**config.mk**
```make
export PLATFORM = sky130hd
export DESIGN_NAME = bus_wait_ctrl
export DESIGN_NICKNAME = d
export VERILOG_FILES = /design/src/rtl/bus_wait_pkg.sv /design/src/rtl/bus_region_decode.sv /design/src/rtl/bus_wait_seq.sv /design/src/rtl/bus_wait_ctrl.sv
export SDC_FILE = /design/constraint.sdc
export NUM_CORES = 1
export LEC_CHECK = 0
export CAP_MARGIN = 20
export CORE_AREA = 2 2 39 41
export CTS_CLUSTER_DIAMETER = 150
export DETAILED_ROUTE_END_ITERATION = 12
export DIE_AREA = 0 0 41 43
export GPL_TIMING_DRIVEN = 1
export PLACE_DENSITY = 0.63
export SLEW_MARGIN = 20
export SYNTH_ARGS = -nofsm -noshare
export SYNTH_HDL_FRONTEND = slang
export SYNTH_HIERARCHICAL = 1
export SYNTH_SLANG_ARGS = --single-unit
```
**constraint.sdc**
```tcl
create_clock -name clk -period 1.6 [get_ports clk]
set_input_delay 0.4 -clock clk [delete_from_list [all_inputs] [get_ports clk]]
set_output_delay 0.4 -clock clk [all_outputs]
set_load 0.05 [all_outputs]
```
**src/rtl/bus_wait_pkg.sv**
```systemverilog
package bus_wait_pkg;
  typedef enum logic [1:0] {
    ST_IDLE = 2'd0,
    ST_MAND = 2'd1,
    ST_EXT  = 2'd2
  } seq_state_t;

  typedef enum logic {
    CLS_FAST = 1'b0,
    CLS_SLOW = 1'b1
  } cyc_class_t;
endpackage

```
**src/rtl/bus_region_decode.sv**
```systemverilog
module bus_region_decode #(
  parameter int ADDR_W = 20
) (
  input  logic [ADDR_W-1:0]        addr,
  input  logic                     is_mem,
  output bus_wait_pkg::cyc_class_t cls
);
  import bus_wait_pkg::*;

  localparam int SPLIT_BIT = ADDR_W - 1;

  logic upper_half;

  assign upper_half = addr[SPLIT_BIT];

  always_comb begin
    if (is_mem && !upper_half) cls = CLS_FAST;
    else                       cls = CLS_SLOW;
  end
endmodule

```
**src/rtl/bus_wait_seq.sv**
```systemverilog
module bus_wait_seq #(
  parameter int MIN_WAITS = 1
) (
  input  logic                     clk,
  input  logic                     rst,
  input  logic                     start,
  input  bus_wait_pkg::cyc_class_t cls,
  input  logic                     hold_n,
  output logic                     ready,
  output logic                     done,
  output logic                     busy
);
  import bus_wait_pkg::*;

  localparam int CNT_W = (MIN_WAITS > 1) ? $clog2(MIN_WAITS) : 1;
  localparam logic [CNT_W-1:0] CNT_LOAD = CNT_W'(MIN_WAITS - 1);

  seq_state_t       state;
  logic [CNT_W-1:0] mand_cnt;
  logic             mand_last;

  assign mand_last = (mand_cnt == '0);
  assign busy      = (state != ST_IDLE);

  always_ff @(posedge clk) begin
    if (rst) begin
      state    <= ST_IDLE;
      mand_cnt <= '0;
      ready    <= 1'b1;
      done     <= 1'b0;
    end else begin
      done <= 1'b0;
      unique case (state)
        ST_IDLE: begin
          ready <= 1'b1;
          if (start) begin
            if (cls == CLS_FAST) begin
              done <= 1'b1;
            end else begin
              state    <= ST_MAND;
              mand_cnt <= CNT_LOAD;
              ready    <= 1'b0;
            end
          end
        end
        ST_MAND: begin
          if (!mand_last) begin
            mand_cnt <= mand_cnt - 1'b1;
          end else if (hold_n) begin
            state <= ST_IDLE;
            ready <= 1'b1;
            done  <= 1'b1;
          end else begin
            state <= ST_EXT;
          end
        end
        ST_EXT: begin
          if (hold_n) begin
            state <= ST_IDLE;
            ready <= 1'b1;
            done  <= 1'b1;
          end
        end
        default: begin
          state <= ST_IDLE;
          ready <= 1'b1;
        end
      endcase
    end
  end
endmodule

```
**src/rtl/bus_wait_ctrl.sv**
```systemverilog
module bus_wait_ctrl #(
  parameter int ADDR_W    = 20,
  parameter int MIN_WAITS = 1
) (
  input  logic              clk,
  input  logic              rst,
  input  logic              cyc_start,
  input  logic [ADDR_W-1:0] cyc_addr,
  input  logic              cyc_is_mem,
  input  logic              ext_hold_n,
  output logic              cpu_ready,
  output logic              cyc_done
);
  import bus_wait_pkg::*;

  cyc_class_t cls;
  logic       seq_busy;

  bus_region_decode #(.ADDR_W(ADDR_W)) u_dec (
    .addr   (cyc_addr),
    .is_mem (cyc_is_mem),
    .cls    (cls)
  );

  bus_wait_seq #(.MIN_WAITS(MIN_WAITS)) u_seq (
    .clk    (clk),
    .rst    (rst),
    .start  (cyc_start),
    .cls    (cls),
    .hold_n (ext_hold_n),
    .ready  (cpu_ready),
    .done   (cyc_done),
    .busy   (seq_busy)
  );
endmodule

```
# After elaboration in Yosys (flattened, before gate mapping)

Index checks and enable logic that the tools add are counted.

Flip-flop bits (word level): 5
Input port bits: 25
Output and inout bits: 2
Logic and storage cells: 36

Add/subtract/negate cells: 1
Eq/ne operators: 6
Mux-type cells: 19
Reductions and logical operators: 6

Operators with widths:

| operator              | number |
|---|---|
| $mux W1               | 10 |
| $mux W2               | 5 |
| $ne A2 B2 Y1 const B  | 4 |
| $pmux W1 S3           | 2 |
| $pmux W2 S3           | 1 |
| $reduce_and A4 Y1     | 1 |
| $reduce_and A3 Y1     | 1 |
| $eq A2 B1 Y1 const B  | 1 |
| $eq A2 B2 Y1 const B  | 1 |
| $logic_not A2 Y1      | 1 |
| $pmux W1 S2           | 1 |
| $reduce_bool A2 Y1    | 1 |
| $logic_and A1 B1 Y1   | 1 |
| $logic_not A1 Y1      | 1 |
| $sub A1 B1 Y1 const B | 1 |

# Longest topological paths before layout

Depth after elaboration: 5
Mapped depth: 5
Mapped depth without buffers: 5

# Modules after synthesis

The synthesis kept the hierarchy.

Modules (own cells, without submodules):

| module            | times used | cells each | area an instance (um2) | sequential area each (um2) |
|---|---|---|---|---|
| bus_wait_seq      | 1          | 28         | 240.2                  | 80.1 |
| bus_region_decode | 1          | 1          | 6.3                    | 0.0 |

# Worst setup path before layout

No wires, ideal clock.

Path type: reg-to-reg
Start: register u_seq.state[0]
End: register u_seq.state[0]
Setup time: 0.079 ns
Data arrival time: 1.189 ns
Data required time: 1.521 ns
Path slack: 0.332 ns
Stages on the path, launching flop included: 6
Buffers on the path: 0
Period minus slack after synthesis: 1.268 ns
Cells stage by stage: dfxtp_1 > inv_1 > ha_1 > a21boi_1 > or2_1 > a211oi_2

Cells in the longest elaborated chain, start to end: 3
Elaborated cells between the ends (all ways): 9
Those cells by class: 6 x eq/ne; 1 x mux; 2 x reduce/logical

RTL lines:

| what                                       | line               | RTL |
|---|---|---|
| start, declared                            | bus_wait_seq.sv:18 | `seq_state_t state;` |
| start signal, assigned                     | bus_wait_seq.sv:27 | `state <= ST_IDLE;` |
| start signal, assigned                     | bus_wait_seq.sv:40 | `state <= ST_MAND;` |
| start signal, assigned                     | bus_wait_seq.sv:50 | `state <= ST_IDLE;` |
| $eq A2 B2 Y1, or another cell as far along | bus_wait_seq.sv:33 | `unique case (state)` |
| $ne A2 B2 Y1 (no source line)              | n/a                |  |
| $reduce_and A4 Y1 (no source line)         | n/a                |  |

Several ways; a longest one is shown, not always the timed one.
A chain may end at the register's enable or synchronous reset.

# Worst setup path in the final report

Start: input port cyc_addr[19]
End: register u_seq.state[0]

Cells in the longest elaborated chain, start to end: 4

RTL lines:

| what                               | line                    | RTL |
|---|---|---|
| start, declared                    | bus_wait_ctrl.sv:8      | `input logic [ADDR_W-1:0] cyc_addr,` |
| $logic_not A1 Y1                   | bus_region_decode.sv:17 | `if (is_mem && !upper_half) cls = CLS_FAST;` |
| $logic_and A1 B1 Y1                | bus_region_decode.sv:17 |  |
| $ne A2 B2 Y1 (no source line)      | n/a                     |  |
| $reduce_and A4 Y1 (no source line) | n/a                     |  |

No other way between the ends.

==> out/metrics.cfg <==
[drt]
wl_um=464
ant_nets=0
drt_iter0_markers=1
wire_per_inst_um=8.593
num_vias=210
viasPerCell=3.889
dr.pass1.iters=2
drc_errors=0

[timing]
relSlewSlack=0.8962
hold_viol=0
finalMaxSlewViolations=0
fin_crit_sh=0.8573
finalWorstSetupSlack_ns=0.2283
rsz0062_at_grt=no
worstMarginPinSlew_ns=0.1541
setup_violations=0
tns_ns=0
fin_skew_ns=0.006255
fmax_mhz=729.0
fin_hold_ws_ns=0.5182
period_needed_ns=1.372

[hold_path]
worst_hold_path.endpoint=u_seq/state[1]
hold_path_depth=2
worstHoldStart=u_seq/state[1]
hold_path.class=reg2reg

[clock_tree]
cts_tree=done
insertion_delay_ns=0.24
cts_resized=0
cts.sinks=4
postCtsHoldBufs=0
cts-root-buf=clkbuf_4
post-cts-setup-buffers=0
clkTransAtPathRegs_ns=0.03
numCtsBuffers=3
clock_path_buffers=2
htreeDepth=1

[yosys]
synth_cells=28
yosys_warnings=6
synth.avg_cell_area_sq_um=8.669
syn-cell-area_sq_um=242.7
synth_nets=57

[worst_setup_path]
reg2reg_slack_ns=0.24
r2r_end=u_seq/state[0]
required_ns=1.75
worst-path-max-fanout=3
worstSetupPathType=in2reg
worstSetupEndpointType=flip-flop
arrival_ns=1.52
reg2regPathDepth=5
r2r-start=u_seq/state[0]
crit_path_start=cyc_addr[19]
cp-start-kind=input pin

[grt]
antenna_found_initial=0
grt_util_all_layers=0.05416
grt_overflow=0
grt_pass1_vias=154
grt_max_degree=5
grt_pass1_wl_um=586

[finish]
final_cells=54
drive_above_1_share=0.1842
syn_to_final_growth_pct=49.48
fin_area_sq_um=362.8
diodes=0
fillers=145
fin_nets=69
utilization=0.2622

[placement]
placedCellCount=51
hpwl_um=378
io_buffer_count=7
post_dp_cell_area_sq_um=340.3
post-place-ws_ns=-0.01006
gp_congestion=0.6667

[power]
fin_total_pwr_mw=0.3692
power_density_nw_per_um2=1017
ir_drop_v=0.0003474
p_leak_nw=0.1537

[floorplan]
io_pins=27
die_w_um=41
die_area_sq_um=1763
rows=14
initial_core_util=0.1754
die_height_um=43
core_area_sq_um=1384

[outcome]
outcome=finished, final reports clean

[job]
cap_viol_max_count=0

[sequential cells by signal, summed over array words and instances (netlist names)]
signal / cells
u_seq/ready: 1
u_seq/done: 1
u_seq/state: 2
[where the power goes]
part | leakage [nW] | internal, mW | switching, mW
clock network | 0.0138 | 0.0838 | 0.0401
logic | 0.107 | 0.0603 | 0.0622
registers | 0.0329 | 0.113 | 0.00958
total | 0.154 | 0.257 | 0.112
[critical path, stage by stage]
cell and delay, ns:
clkdlybuf4s50_1 0.44, nand2b_1 0.14, a21boi_1 0.09, or2_1 0.24
a211oi_2 0.21
[layout make-up]
| type | count | area [sq um] | share of cell area |
|---|---|---|---|
| repair buffers | 7 | 77.57 | 0.2138 |
| well taps | 16 | 20.02 | 0.05517 |
| inverters | 2 | 7.507 | 0.02069 |
| flip-flops and latches | 4 | 80.08 | 0.2207 |
| multi-input cells | 22 | 155.1 | 0.4276 |
| clock buffers | 3 | 22.52 | 0.06207 |
[layer usage]
metal	vias up	global-route usage	part of all wire	wire, um
met5	-	0	0	0
met4	0	0.02000	0	0
met3	0	0.06806	0.13	59
met2	9	0.05938	0.42	193
met1	86	0.06090	0.45	210
li1	115	-	-	-
[placed cells by master, fill, tap and decap left out]
cell type        instances
a21oi_1                  1
or2_1                    1
nand2_1                  1
a21bo_2                  1
clkdlybuf4s50_1          5
nand3_1                  2
o21ai_0                  4
nor2b_1                  1
inv_1                    2
dfxtp_1                  4
buf_12                   1
clkbuf_4                 3
buf_4                    1
a211oi_2                 1
a21boi_1                 1
nand2b_1                 1
ha_1                     4
nor2_1                   3
and2_1                   1
[worst max path at each step]
| stage | slack [ns] | to |
|---|---|---|
| 4_1_cts | 0.23 | u_seq/state[0] |
| 3_3_place_gp | -0.0008 | u_seq/state[0] |
| 3_5_place_dp | -0.01 | u_seq/state[0] |
| 5_1_grt | 0.15 | u_seq/state[0] |
| 2_1_floorplan | 0.35 | u_seq/state[0] |
| 6_report | 0.23 | u_seq/state[0] |
Power figures use the tool's default switching activity.
